[src/rtl/pmu_pkg.sv]
package pmu_pkg;
  localparam int unsigned REG_W     = 8;
  localparam int unsigned N_SRC     = 4;            // sources with an enable
  localparam int unsigned N_FLAG    = N_SRC + 1;    // plus reset-pin flag
  localparam int unsigned BIT_SLEEP = 7;
  localparam int unsigned BIT_SUSP  = 6;
  localparam int unsigned BIT_CLR   = 5;
  localparam int unsigned BIT_PIN   = 4;

  typedef enum logic [1:0] {
    PM_RUN     = 2'd0,
    PM_SUSPEND = 2'd1,
    PM_SLEEP   = 2'd2
  } pm_mode_e;
endpackage

[src/rtl/pmu_evt_capture.sv]
module pmu_evt_capture #(
  parameter int unsigned N_SRC = 4
) (
  input  logic               clk,
  input  logic               rst_n,
  input  logic               cmp_level,
  input  logic [N_SRC-2:0]   ext_evt,    // sources 1..N_SRC-1, already pulses
  output logic [N_SRC-1:0]   evt
);
  logic cmp_q;
  logic cmp_rise;

  always_ff @(posedge clk or negedge rst_n) begin
    if (!rst_n) cmp_q <= 1'b0;
    else        cmp_q <= cmp_level;
  end

  assign cmp_rise = cmp_level & ~cmp_q;
  assign evt[0]   = cmp_rise;

  for (genvar g = 1; g < N_SRC; g++) begin : g_ext
    assign evt[g] = ext_evt[g-1];
  end
endmodule

[src/rtl/pmu_flag_bank.sv]
module pmu_flag_bank #(
  parameter int unsigned N_FLAG = 5
) (
  input  logic              clk,
  input  logic              rst_n,
  input  logic [N_FLAG-1:0] set_i,
  input  logic              clr_all,
  output logic [N_FLAG-1:0] flags_q
);
  logic [N_FLAG-1:0] upd_en;
  logic [N_FLAG-1:0] flags_d;

  always_comb begin
    for (int i = 0; i < N_FLAG; i++) begin
      upd_en[i]  = set_i[i] | clr_all;
      flags_d[i] = set_i[i];          // set wins over clear
    end
  end

  for (genvar g = 0; g < N_FLAG; g++) begin : g_flag
    always_ff @(posedge clk or negedge rst_n) begin
      if (!rst_n)         flags_q[g] <= 1'b0;
      else if (upd_en[g]) flags_q[g] <= flags_d[g];
    end
  end
endmodule

[src/rtl/pmu_mode_fsm.sv]
module pmu_mode_fsm
  import pmu_pkg::*;
#(
  parameter int unsigned MASK_CYC = 2
) (
  input  logic     clk,
  input  logic     rst_n,
  input  logic     wr_ok,
  input  logic     cmd_sleep,
  input  logic     cmd_susp,
  input  logic     any_flag,
  input  logic     wake_hit,
  output pm_mode_e mode_q,
  output logic     wake_q,
  output logic     mask_act
);
  localparam int unsigned MW = $clog2(MASK_CYC + 1);
  localparam logic [MW-1:0] MASK_LOAD = MW'(MASK_CYC);

  pm_mode_e      mode_d;
  logic          mode_en;
  logic          wake_d;
  logic [MW-1:0] mask_q, mask_d;
  logic          mask_en;

  always_comb begin
    mode_d = mode_q;
    wake_d = 1'b0;
    unique case (mode_q)
      PM_RUN: begin
        if (wr_ok && !any_flag) begin
          if (cmd_sleep)     mode_d = PM_SLEEP;
          else if (cmd_susp) mode_d = PM_SUSPEND;
        end
      end
      PM_SUSPEND, PM_SLEEP: begin
        if (wake_hit) begin
          mode_d = PM_RUN;
          wake_d = 1'b1;
        end
      end
      default: mode_d = PM_RUN;
    endcase
    mode_en = (mode_d != mode_q);
  end

  always_comb begin
    mask_d  = mask_q;
    mask_en = 1'b0;
    if (mode_q == PM_SUSPEND && wake_hit) begin
      mask_d  = MASK_LOAD;
      mask_en = 1'b1;
    end else if (mask_q != '0) begin
      mask_d  = mask_q - 1'b1;
      mask_en = 1'b1;
    end
  end

  always_ff @(posedge clk or negedge rst_n) begin
    if (!rst_n)       mode_q <= PM_RUN;
    else if (mode_en) mode_q <= mode_d;
  end

  always_ff @(posedge clk or negedge rst_n) begin
    if (!rst_n) wake_q <= 1'b0;
    else        wake_q <= wake_d;
  end

  always_ff @(posedge clk or negedge rst_n) begin
    if (!rst_n)       mask_q <= '0;
    else if (mask_en) mask_q <= mask_d;
  end

  assign mask_act = (mask_q != '0);
endmodule

[src/rtl/lpwr_wake_ctrl.sv]
module lpwr_wake_ctrl
  import pmu_pkg::*;
(
  input  logic       clk,
  input  logic       rst_n,
  input  logic       cfg_wr,
  input  logic [7:0] cfg_wdata,
  output logic [7:0] cfg_rdata,
  input  logic       pin_glitch,
  input  logic       osc_fail_evt,
  input  logic       alarm_evt,
  input  logic       port_match_evt,
  input  logic       cmp_level,
  output logic [1:0] pm_mode,
  output logic       sleep_req,
  output logic       suspend_req,
  output logic       wake_pulse
);
  pm_mode_e          mode_q;
  logic              wr_ok;
  logic [N_SRC-1:0]  evt;
  logic [N_SRC-1:0]  en_q, en_d;
  logic              en_ld;
  logic [N_FLAG-1:0] flags_q;
  logic [N_FLAG-1:0] flag_set;
  logic              clr_all;
  logic              any_flag;
  logic              wake_hit;
  logic              mask_act;

  assign wr_ok = cfg_wr && (mode_q == PM_RUN);

  pmu_evt_capture #(.N_SRC(N_SRC)) u_evt (
    .clk       (clk),
    .rst_n     (rst_n),
    .cmp_level (cmp_level),
    .ext_evt   ({osc_fail_evt, alarm_evt, port_match_evt}),
    .evt       (evt)
  );

  assign flag_set = {pin_glitch, evt};
  assign clr_all  = wr_ok && cfg_wdata[BIT_CLR];

  pmu_flag_bank #(.N_FLAG(N_FLAG)) u_flags (
    .clk     (clk),
    .rst_n   (rst_n),
    .set_i   (flag_set),
    .clr_all (clr_all),
    .flags_q (flags_q)
  );

  assign any_flag = |flags_q;
  assign wake_hit = |(evt & en_q);

  // enables: loaded on each accepted write, dropped on a wake
  always_comb begin
    en_d  = en_q;
    en_ld = 1'b0;
    if (mode_q != PM_RUN && wake_hit) begin
      en_d  = '0;
      en_ld = 1'b1;
    end else if (wr_ok) begin
      en_d  = cfg_wdata[N_SRC-1:0];
      en_ld = 1'b1;
    end
  end

  always_ff @(posedge clk or negedge rst_n) begin
    if (!rst_n)     en_q <= '0;
    else if (en_ld) en_q <= en_d;
  end

  pmu_mode_fsm #(.MASK_CYC(2)) u_fsm (
    .clk       (clk),
    .rst_n     (rst_n),
    .wr_ok     (wr_ok),
    .cmd_sleep (cfg_wdata[BIT_SLEEP]),
    .cmd_susp  (cfg_wdata[BIT_SUSP]),
    .any_flag  (any_flag),
    .wake_hit  (wake_hit),
    .mode_q    (mode_q),
    .wake_q    (wake_pulse),
    .mask_act  (mask_act)
  );

  assign cfg_rdata   = {3'b000, (mask_act ? {N_FLAG{1'b0}} : flags_q)};
  assign pm_mode     = mode_q;
  assign sleep_req   = (mode_q == PM_SLEEP);
  assign suspend_req = (mode_q == PM_SUSPEND);
endmodule

[config.mk]
export PLATFORM = sky130hd
export DESIGN_NAME = lpwr_wake_ctrl
export DESIGN_NICKNAME = d
export VERILOG_FILES = /design/src/rtl/pmu_pkg.sv /design/src/rtl/pmu_evt_capture.sv /design/src/rtl/pmu_flag_bank.sv /design/src/rtl/pmu_mode_fsm.sv /design/src/rtl/lpwr_wake_ctrl.sv
export SDC_FILE = /design/constraint.sdc
export NUM_CORES = 1
export LEC_CHECK = 0
export BUFFER_PORTS_ARGS = -buffer_cell sky130_fd_sc_hd__buf_2
export CELL_PAD_IN_SITES_DETAIL_PLACEMENT = 1
export CELL_PAD_IN_SITES_GLOBAL_PLACEMENT = 1
export CORE_UTILIZATION = 25
export DETAILED_ROUTE_END_ITERATION = 8
export PLACE_DENSITY = 0.62
export SYNTH_ARGS = -nofsm -noshare
export SYNTH_HDL_FRONTEND = slang
export SYNTH_SLANG_ARGS = --single-unit
[constraint.sdc]
create_clock -name clk -period 3 [get_ports clk]
set_input_delay 0.45 -clock clk [delete_from_list [all_inputs] [get_ports clk]]
set_output_delay 0.45 -clock clk [all_outputs]
set_load 0.005 [all_outputs]
; Yosys cells after proc, flatten, opt, wreduce, memory -nomap -nowiden
; Cells that the tools add are included.
[totals]
ff_bits = 15
inputBits = 16
out_inout_bits = 13
wordCells = 54
[classes]
add_sub_neg = 1
eq_ne = 3
mux = 16
bitwise_logic = 8
reduce_logical = 16
[ops]
columns = operator, count
row1 = $mux 2, 6
row2 = $mux 4, 2
row3 = $reduce_bool 2->1, 4
row4 = $mux 1, 6
row5 = $logic_and 1x1->1, 5
row6 = $mux 5, 1
row7 = $or 1x1->1, 5
row8 = $reduce_or 5->1, 1
row9 = $and 4x4->4, 1
row10 = $pmux 2 s2, 1
row11 = $reduce_and 2->1, 2
row12 = $reduce_or 4->1, 1
row13 = $eq 2x1->1 const B, 1
row14 = $eq 2x2->1 const B, 1
row15 = $logic_not 2->1, 1
row16 = $ne 2x2->1, 1
row17 = $reduce_or 2->1, 1
row18 = $sub 2x1->2 const B, 1
row19 = $and 1x1->1, 1
row20 = $logic_not 1->1, 1
row21 = $not 1->1, 1

; Longest topological paths before layout
; Gate-level depths: netlist (run 1).
[logic_depth]
word_depth = 7
ltp_mapped = 5
ltp_nobuf = 5

; By module
; Synthesis (run 1) repeated with hierarchy kept, for this count alone.
[unflattened]
hier_cells = 80
area_unflattened_um2 = 819.5
[by_module_without_submodules]
columns = mod, instances, cells_per_inst, area_per_inst_um2, seq_area_each_um2
row1 = pmu_mode_fsm, 1, 32, 311.5, 125.1
row2 = lpwr_wake_ctrl, 1, 31, 272.8, 100.1
row3 = pmu_flag_bank, 1, 11, 166.4, 125.1
row4 = pmu_evt_capture, 1, 6, 68.8, 25.0

; Worst setup path before layout (run 1)
; Ideal clock, no wire load.
[synth_timing]
path_type = register -> register
start = register u_fsm.mode_q[0]
end = register u_fsm.mode_q[1]
setup_time_ns = 0.104
arrival_ns = 1.452
required_ns = 2.896
setup_slack_ns = 1.444
stages_incl_launch_ff = 6
path_buffers = 0
period_less_slack_ns = 1.556
cell_sequence = dfrtp_1 inv_1 ha_1 and4bb_2 a41o_1 a221oi_1
[synth_via]
elab_chain_cells = 6
elab_cells_between_ends = 12
classes_between = eq/ne: 3 / mux: 5 / reduce/logical: 4
[synth_lines]
columns = element, line
row1 = start: declaration, pmu_mode_fsm.sv:13  ; output pm_mode_e mode_q,
row2 = start signal: assignment, pmu_mode_fsm.sv:61  ; else if (mode_en) mode_q <= mode_d;
row3 = $logic_not 2->1, "pmu_mode_fsm.sv:29, lpwr_wake_ctrl.sv:31"
row4 = $logic_and 1x1->1, lpwr_wake_ctrl.sv:31  ; assign wr_ok = cfg_wr && (mode_q == PM_RUN);
row5 = $logic_and 1x1->1, pmu_mode_fsm.sv:31  ; if (wr_ok && !any_flag) begin
row6 = $mux 2, pmu_mode_fsm.sv:31
row7 = $pmux 2 s2, pmu_mode_fsm.sv:29  ; unique case (mode_q)
row8 = $ne 2x2->1, pmu_mode_fsm.sv:44  ; mode_en = (mode_d != mode_q);
; Parallel ways exist; a longest one is shown, timed or not.
; A chain may end at the register's enable or synchronous reset.

; Worst setup path in the final report (run 1)
[layout_timing]
start = register u_fsm.mask_q[0]
end = output port cfg_rdata[0]
[layout_via]
elab_chain_cells = 2
[layout_lines]
columns = element, line
row1 = start: declaration, pmu_mode_fsm.sv:23  ; logic [MW-1:0] mask_q, mask_d;
row2 = start signal: assignment, pmu_mode_fsm.sv:71  ; else if (mask_en) mask_q <= mask_d;
row3 = $reduce_bool 2->1, pmu_mode_fsm.sv:74  ; assign mask_act = (mask_q != '0);
row4 = $mux 5, lpwr_wake_ctrl.sv:86  ; assign cfg_rdata = {3'b000, (mask_act ? {N_FLAG{1'b0}} : flags_q)};
row5 = end: declaration, lpwr_wake_ctrl.sv:8  ; output logic [7:0] cfg_rdata,
; No other way between the ends.

==> metrics, run 1 <==
status=finished, violations left; failing checks=DRC; CTS Hold Bufs=0; Initial DRC Count=15; Synth Register Bits=15; largest net degree at the start of global routing=16; Final setup viols=0; FF+latch area=375 sq um; cell area power density=a little under 600 nW/um^2; Synth Instances=72; setup ws final=approximately 1200 ps; chip height=about 58 um; final hold vios=0; Total Wirelength=slightly below 2000 um; area share of the largest cell type after synthesis=between 40% and 50%; Remaining DRCs=1; register share of total power=between 40% and 50%; slowest library cell on the worst path=dfrtp_1; CTS Buf Count=3; post_cts resized=0; first-pass GRT wire length=3240 um; Via Count=653; Post-Place Worst Slack=1230 ps; minimum clock period=roughly 1800 ps; worst-case vdd ir drop=0.000145 V; Hold Path Class=in -> async; CP required=between 2000 and 3000 ps; register area share after synthesis=between 40% and 50%; period utilisation layout=59.2%; vias in the first global route=695; Unique masters post-synth=31; clk buf depth=2; Clock power frac=21.1%; worst skew pair latency=around 290 ps; gp weighted congestion=0.742; total negative slack=0 ps; highest clock rate=0.563 GHz; post-CTS setup buffer count=0; crit path max fanout=8; die area=about 3400 sq um; Leak=~0.49 nW; final HPWL from detailed placement=roughly 1600 um; # IOs=29; Synth Cell Area=788 sq um; asr flop ratio synth=100%; DR WL/cell=roughly 14 um; Die Wd=58.2 um; Psw=187 uW; Port Buffers=24; most frequent cells in the layout=buf_2 (24), dfrtp_1 (15), inv_1 (7), and2_1 (5), ha_1 (5); Final nets=120; commonest non-fill, non-tap cell in the layout=buf_2; Worst slew margin=62.3%; Antenna Cells=0; CP arrival=1330 ps; initial antenna violation count=0; layout cells sized above 1=between 30% and 40%; Pwr Total=roughly 570 uW; post-DR vias/cell=4.60; placed cell count=138; # rows=20; Mapped Avg Cell Area=10.9 sq um; Max Slew Vio Count=0; starting density of the core=26.0%; H-tree level count=1; Synth area leaders=dfrtp_1 (48%), ha_1 (7.9%), and2_1 (4.0%); Finished Layout Cells=approximately 140; Layout fillers=~360; Worst-Margin Slew=561 ps; Setup CP Type=reg -> out; antenna-violating nets left=0; GRT overflow=0; switching part of the total power=around a third; worst path cell trace=inv_1 -> ha_1 -> and2_1 -> buf_2; Layout Skew=2.35 ps; GRT Util Overall=12.8%; Post-synth EDFFs=0; First-pass DRT Iterations=6; Multi-input gate area=between 300 and 400 sq um; crit start category=flip-flop; CTS clk-pin slew, worst paths=90 ps; Top FF cell, synth=dfrtp_1; largest area contributor in the netlist=dfrtp_1; RSZ-0062 raised after global routing=no; CTS tree=yes; MaxCap Viol Count=0; CTS root buf=clkbuf_4; Core ar.=3030 sq um; Comb pwr share=about a third; Clock Sinks=15; crit path capture type=output port; slowest stage delay, CP=400 ps; Yosys warnings=0; Layout area overhead=22.2%; Pint=384 uW
## routing by layer
metal	vias to the layer above	part of all wire (%)	GRT usage [%]
met5	-	0	0
met4	0	2.3	8.16
met3	4	3.0	1.56
met2	18	52	22.2
met1	325	43	15.0
li1	306	-	-
## worst max-delay path: cells and delay by family (launching register included)
family,cells,cell delay (ps)
buffers and inverters,2,170
adders and majority gates,1,300
and+or+nand+nor,1,170
DFF,1,400
## per-stage QoR
step	utilization (%)	hold WS, ps	instance area, sq um
3_3_place_gp	31.0	376	937
3_5_place_dp	31.0	383	937
5_1_grt	31.8	78.7	963
6_report	31.8	57.3	963
4_1_cts	31.8	62.9	963
2_1_floorplan	-	154	796
## flip-flops by register name (all words and copies together), names as in the netlist
signal / count
u_fsm.mode_q: 2
u_fsm.mask_q: 2
en_q: 4
u_flags.flags_q: 5
u_fsm.wake_q: 1
u_evt.cmp_q: 1
## cell usage after synthesis, drive strengths merged (2+ instances only)
cell type	instances
ha	5
mux2i	2
buf	4
inv	7
and2	6
nand3	3
dfrtp	15
o22ai	2
a31o	2
nand2	4
a21o	4
a32o	2
## cell type report
cell class	instances	share of cell area (%)
inverter	7	2.73
clock buffer	4	2.73
timing repair buffer	24	12.5
multi-input combinational	48	37.4
tap	44	5.71
sequential	15	39.0
## power by group through the flow
stage | combinational, mW | sequential [mW] | clock [mW]
after floorplan | 0.127 | 0.255 | 0
after global placement | 0.185 | 0.259 | 0
after detailed placement | 0.197 | 0.262 | 0
after CTS | 0.198 | 0.257 | 0.123
after global routing | 0.221 | 0.261 | 0.131
final | 0.194 | 0.257 | 0.121
## kinds of logic (layout without fill, tap and decap cells)
logic type | count (synthesis) | after routing | synth area share, %
AND/OR/NAND/NOR | 19 | 19 | 14.0
other | 1 | 3 | 0.476
XOR/XNOR | 1 | 1 | 1.11
adder cells (fa/ha/maj) | 5 | 5 | 7.94
AO/OA/AOI/OAI | 18 | 18 | 18.7
flip-flops | 15 | 15 | 47.6
multiplexers | 2 | 2 | 2.54
buffers and inverters | 11 | 35 | 7.62
## worst paths after layout
kind | end | cells past startpoint | slack, ps | startpoint
worst max-delay path | cfg_rdata[0] | 4 | 1220 | u_fsm.mask_q[0]$_DFFE_PN0P_
worst min-delay path | u_fsm.mask_q[1]$_DFFE_PN0P_ | 1 | 60 | rst_n
worst max register to register | u_fsm.mode_q[1]$_DFFE_PN0P_ | 5 | 1240 | u_fsm.mode_q[0]$_DFFE_PN0P_
worst min register to register | u_flags.flags_q[0]$_DFFE_PN0P_ | 1 | 460 | u_evt.cmp_q$_DFF_PN0_
max in group asynchronous | u_evt.cmp_q$_DFF_PN0_ | 1 | 2680 | rst_n
min in group clk | u_evt.cmp_q$_DFF_PN0_ | 1 | 290 | cmp_level
No activity file was read; power rests on OpenSTA's default activity.
==> inputs of run 2 (changes only) <==
--- a/config.mk
+++ b/config.mk
@@ -5,12 +5,13 @@
 export SDC_FILE = /design/constraint.sdc
 export NUM_CORES = 1
 export LEC_CHECK = 0
+export ABC_AREA = 1
 export BUFFER_PORTS_ARGS = -buffer_cell sky130_fd_sc_hd__buf_2
 export CELL_PAD_IN_SITES_DETAIL_PLACEMENT = 1
 export CELL_PAD_IN_SITES_GLOBAL_PLACEMENT = 1
 export CORE_UTILIZATION = 25
 export DETAILED_ROUTE_END_ITERATION = 8
-export PLACE_DENSITY = 0.62
+export PLACE_DENSITY = 0.67
 export SYNTH_ARGS = -nofsm -noshare
 export SYNTH_HDL_FRONTEND = slang
 export SYNTH_SLANG_ARGS = --single-unit
==> constraint.sdc (replaced) <==
create_clock -name clk -period 1.5 [get_ports clk]
set_input_delay 0.225 -clock clk [delete_from_list [all_inputs] [get_ports clk]]
set_output_delay 0.225 -clock clk [all_outputs]
set_load 0.005 [all_outputs]
==> run 2 against run 1 <==
The flow now finishes without violations. Clock power up 90%. Wire length is 12% lower. Global-route usage fell by 1.8 points. Synthesized area increased by 4.8%. Total power grew 91%. Non-clock buffer count increased by 6.
==> metrics, run 2 <==
Synth Register Bits=15; Max Slew Vio Count=0; largest area contributor in the netlist=dfrtp_1; final hold vios=0; worst r2r src=u_fsm.mode_q[1]$_DFFE_PN0P_; Post-Place Worst Slack=around 130 ps; # IOs=29; worst-case vdd ir drop=about 0.00023 V; status=complete, no violations; MaxCap Viol Count=0; asr flop ratio synth=100%; Hold Path Class=in -> reg; Hold Crit Start=cmp_level; Via Count=721; Unique masters post-synth=18; Clock Sinks=15; cell area power density=1020 nW/um^2; Final setup viols=0; CTS clk-pin slew, worst paths=90 ps; Port Buffers=24; FF+latch area=375 sq um; final HPWL from detailed placement=1400 um; count leader, synth=nand2_1; most frequent cells in the layout=nand2_1 (32), buf_2 (24), inv_1 (20), dfrtp_1 (15), nand3_1 (7); slowest library cell on the worst path=dfrtp_1; minimum clock period=1390 ps; Largest regs=u_flags.flags_q: 5 flops, en_q: 4 flops; RSZ-0062 raised after global routing=no; Total Wirelength=approximately 1700 um; placed cell count=approximately 170; Setup CP Type=reg -> out; vias in the first global route=between 700 and 800; clk buf depth=2; Layout fillers=398; Synth Instances=104; area share of the largest cell type after synthesis=45.5%; Layout Skew=0.554 ps; crit start category=flip-flop; Finished Layout Cells=between 150 and 200; CTS tree=yes; Core ar.=3100 sq um; largest net degree at the start of global routing=16; gp weighted congestion=0.844; highest clock rate=0.720 GHz; # rows=20; CP arrival=about 1200 ps; chip height=59.5 um; Remaining DRCs=0; Synth Cell Area=826 sq um; Mapped Avg Cell Area=7.94 sq um; Pwr Total=1.09 mW; GRT Util Overall=roughly 11%; Layout area overhead=29.8%; first-pass GRT wire length=2930 um; Final nets=158; antenna-violating nets left=0; GRT overflow=0; starting density of the core=between 20% and 30%; max FFs per register=5; First-pass DRT Iterations=4; initial antenna violation count=0; total negative slack=0 ps; Leak=0.647 nW; Synth area leaders=dfrtp_1 (45%), nand2_1 (15%), inv_1 (9.1%); slowest stage delay, CP=380 ps; DR WL/cell=about 9.4 um; Yosys warnings=0; Post-synth EDFFs=0; crit path max fanout=4; commonest non-fill, non-tap cell in the layout=nand2_1; period utilisation layout=92.5%; H-tree level count=1; CTS Buf Count=3; Multi-input gate area=367 sq um; worst path cell trace=buf_4 -> ha_1 -> buf_2; setup ws final=112 ps; layout cells sized above 1=30.9%; post-DR vias/cell=between 4 and 5; worst skew pair latency=approximately 280 ps; largest register by flop count=u_flags.flags_q; final core utilization=about a third; commonest cells in the netlist=nand2_1 (32), inv_1 (20), dfrtp_1 (15); Top FF cell, synth=dfrtp_1; crit path capture type=output port; Antenna Cells=0; Die Wd=59.5 um; CP required=1270 ps; die area=3540 sq um; Initial DRC Count=7; register area share after synthesis=45.5%; CTS root buf=clkbuf_4; Critical path origin=u_fsm.mode_q[0]$_DFFE_PN0P_
-- run 2: cell count changes after synthesis, sizes merged, moves of 2 or more --
| cell | change |
|---|---|
| nand2 | +31 |
| inv | +13 |
| a32o | -2 |
| o21bai | +4 |
| nand3 | +4 |
| nor2 | +5 |
| and2 | -6 |
| a31o | -2 |
| mux2i | -2 |
| a21o | -4 |
| a21oi | +2 |
| o22ai | -2 |
-- run 2: kinds of logic after synthesis --
family	after synthesis	synth area share [%]
simple gates	48	24.7
buf+inv	25	12.9
flops	15	45.5
compound gates	9	7.88
fa+ha+maj	5	7.58
xor+xnor	1	1.06
other cells	1	0.454
-- run 2: area by class of cell --
cell class	count	share of cell area, %
Clock buffer	3	2.10
Clock inverter	1	0.467
Inverter	21	7.47
Multi-Input combinational cell	66	34.2
Sequential cell	15	35.0
Tap cell	44	5.13
Timing Repair Buffer	30	15.6
-- run 2: per-layer routing --
metal | global-route usage, % | part of all wire (%) | vias up
met5 | 0 | 0 | -
met4 | 5.10 | 1.3 | 0
met1 | 12.9 | 45 | 340
met2 | 19.3 | 51 | 11
met3 | 2.18 | 2.8 | 2
li1 | - | - | 368
-- run 2: path summary, 6_finish.rpt --
check,end,slack (ps),cells past startpoint
worst max-delay path,suspend_req,110,3
worst min-delay path,u_evt.cmp_q$_DFF_PN0_,70,1
worst max register to register,u_fsm.mode_q[1]$_DFFE_PN0P_,150,10
worst min register to register,u_flags.flags_q[0]$_DFFE_PN0P_,500,3
max in group asynchronous,u_flags.flags_q[2]$_DFFE_PN0P_,880,2
min in group asynchronous,u_evt.cmp_q$_DFF_PN0_,370,2
-- run 2: timing repair --
item,4_1_cts,5_1_grt
hold buffers,1,0
pin swaps,0,1
setup buffers,0,1
gates resized for setup,1,2
hold endpoints to repair,15,0
endpoints found under the setup margin,5,7
-- run 2: worst max-delay path: cells and delay by family (launching register included) --
kind | cells | cell delay, ps
flip-flops | 1 | 380
buffers and inverters | 2 | 280
adder cells (fa/ha/maj) | 1 | 220
-- run 2: report_power, final --
part | switching (mW) | internal [mW]
clock network | 0.131 | 0.0988
logic | 0.197 | 0.178
registers | 0.0284 | 0.457
-- run 2: metrics by stage --
step	instance area (sq um)	hold WS [ps]
floorplan	833	-70.6
global placement	1010	147
detailed placement	1010	149
CTS	1050	65.4
global route	1070	63.5
finish	1070	74.3
==> inputs of run 3 (changes only) <==
--- a/config.mk
+++ b/config.mk
@@ -11,7 +11,7 @@
 export CELL_PAD_IN_SITES_GLOBAL_PLACEMENT = 1
 export CORE_UTILIZATION = 25
 export DETAILED_ROUTE_END_ITERATION = 8
-export PLACE_DENSITY = 0.67
+export PLACE_DENSITY = 0.6
 export SYNTH_ARGS = -nofsm -noshare
 export SYNTH_HDL_FRONTEND = slang
 export SYNTH_SLANG_ARGS = --single-unit
==> run 3 against run 2 <==
Wire length increased by 3.8%. Sequential share of layout area increased by 0.12 points. Largest power group unchanged. Critical path depth unchanged. Maximum frequency about the same. Critical path type unchanged.
==> metrics, run 3 (synthesized netlist as in run 2, its figures left out) <==
status=complete, no violations; RSZ-0062 raised after global routing=no; minimum clock period=1390 ps; Initial DRC Count=11; first-pass GRT wire length=3030 um; Post-Place Worst Slack=115 ps; Hold Path Class=in -> reg; die area=3540 sq um; Clock Sinks=15; Largest regs=u_flags.flags_q: 5 flops, en_q: 4 flops; GRT Util Overall=between 10% and 20%; # IOs=29; Layout Skew=between 0.8 and 0.9 ps; Antenna Cells=0; highest clock rate=0.720 GHz; vias in the first global route=709; largest net degree at the start of global routing=16; crit path max fanout=4; antenna-violating nets left=0; Remaining DRCs=0; Finished Layout Cells=between 150 and 200; crit start category=flip-flop; starting density of the core=between 20% and 30%; Max Slew Vio Count=0; # rows=20; CTS tree=yes; clk buf depth=2; First-pass DRT Iterations=3; CTS root buf=clkbuf_4; Total Wirelength=1760 um; chip height=59.5 um; GRT overflow=0; largest register by flop count=u_flags.flags_q; Via Count=689; commonest non-fill, non-tap cell in the layout=nand2_1; setup ws final=111 ps; CP arrival=1160 ps; Leak=0.645 nW; Port Buffers=24; Setup CP Type=reg -> out; Die Wd=59.5 um; Core ar.=slightly above 3000 sq um; Final nets=158; gp weighted congestion=0.838; Layout area overhead=29.4%; period utilisation layout=92.6%; final HPWL from detailed placement=between 1000 and 1500 um; Final setup viols=0; cell area power density=1030 nW/um^2; DR WL/cell=9.77 um; CTS clk-pin slew, worst paths=roughly 90 ps; initial antenna violation count=0; max FFs per register=5; worst-case vdd ir drop=0.000265 V; CTS Buf Count=3; crit path capture type=output port; MaxCap Viol Count=0; worst skew pair latency=270 ps; H-tree level count=1; layout cells sized above 1=29.4%; CP required=1270 ps; final hold vios=0; total negative slack=0 ps; most frequent cells in the layout=nand2_1 (32), buf_2 (24), inv_1 (20), dfrtp_1 (15), nand3_1 (7); placed cell count=~170; post-DR vias/cell=3.83
-- run 3: per-stage QoR --
step                hold WS [ps]  utilization [%]  area (sq um)  total power [mW]
floorplan                  -70.6                -           833             0.701
global placement             146             32.6          1010             0.814
detailed placement           157             32.6          1010             0.834
CTS                         70.8             33.9          1050              1.08
global route                62.7             34.4          1070              1.22
finish                      80.4             34.4          1070              1.11
-- run 3: layout make-up --
cell class                 count  area, sq um
sequential                    15          375
multi-input combinational     66          364
clock buffer                   4         26.3
timing repair buffer          30          168
fill                         414         2030
inverter                      21         80.1
tap                           44         55.1
-- run 3: power by group --
part | internal (mW) | leakage (nW) | total [mW] | switching (mW)
combinational | 0.194 | 0.453 | 0.396 | 0.202
clock | 0.103 | 0.0150 | 0.225 | 0.122
sequential | 0.457 | 0.177 | 0.485 | 0.0276
total | 0.754 | 0.645 | 1.11 | 0.352
-- run 3: worst paths after layout --
check                                            start                             end  slack [ps]  depth (start not counted)
max                        u_fsm.mode_q[0]$_DFFE_PN0P_                     suspend_req         110                          3
min                                          cmp_level           u_evt.cmp_q$_DFF_PN0_          80                          1
max reg2reg                u_fsm.mode_q[1]$_DFFE_PN0P_     u_fsm.mode_q[1]$_DFFE_PN0P_         130                         10
min reg2reg                      u_evt.cmp_q$_DFF_PN0_  u_flags.flags_q[0]$_DFFE_PN0P_         510                          3
max in group asynchronous                        rst_n  u_flags.flags_q[3]$_DFFE_PN0P_         860                          2
min in group asynchronous                        rst_n             en_q[1]$_DFFE_PN0P_         390                          2
-- run 3: repair_timing --
| item | in CTS | in global routing |
|---|---|---|
| pin swaps | 0 | 1 |
| gates cloned | 0 | 0 |
| hold buffers | 1 | 0 |
| endpoints found under the setup margin | 5 | 5 |
| setup buffers | 0 | 1 |
| endpoints found under the hold margin | 15 | 0 |
| gates resized for setup | 1 | 1 |
-- run 3: critical path, cell delays in order (launching register included) --
cell and delay [ps]:
dfrtp_1 390, buf_4 150, ha_1 220, buf_2 130
-- run 3: layer usage --
metal,wire (um),track usage (%)
met5,0,0
met4,27,6.12
met3,54,1.31
met2,891,20.7
met1,785,13.8
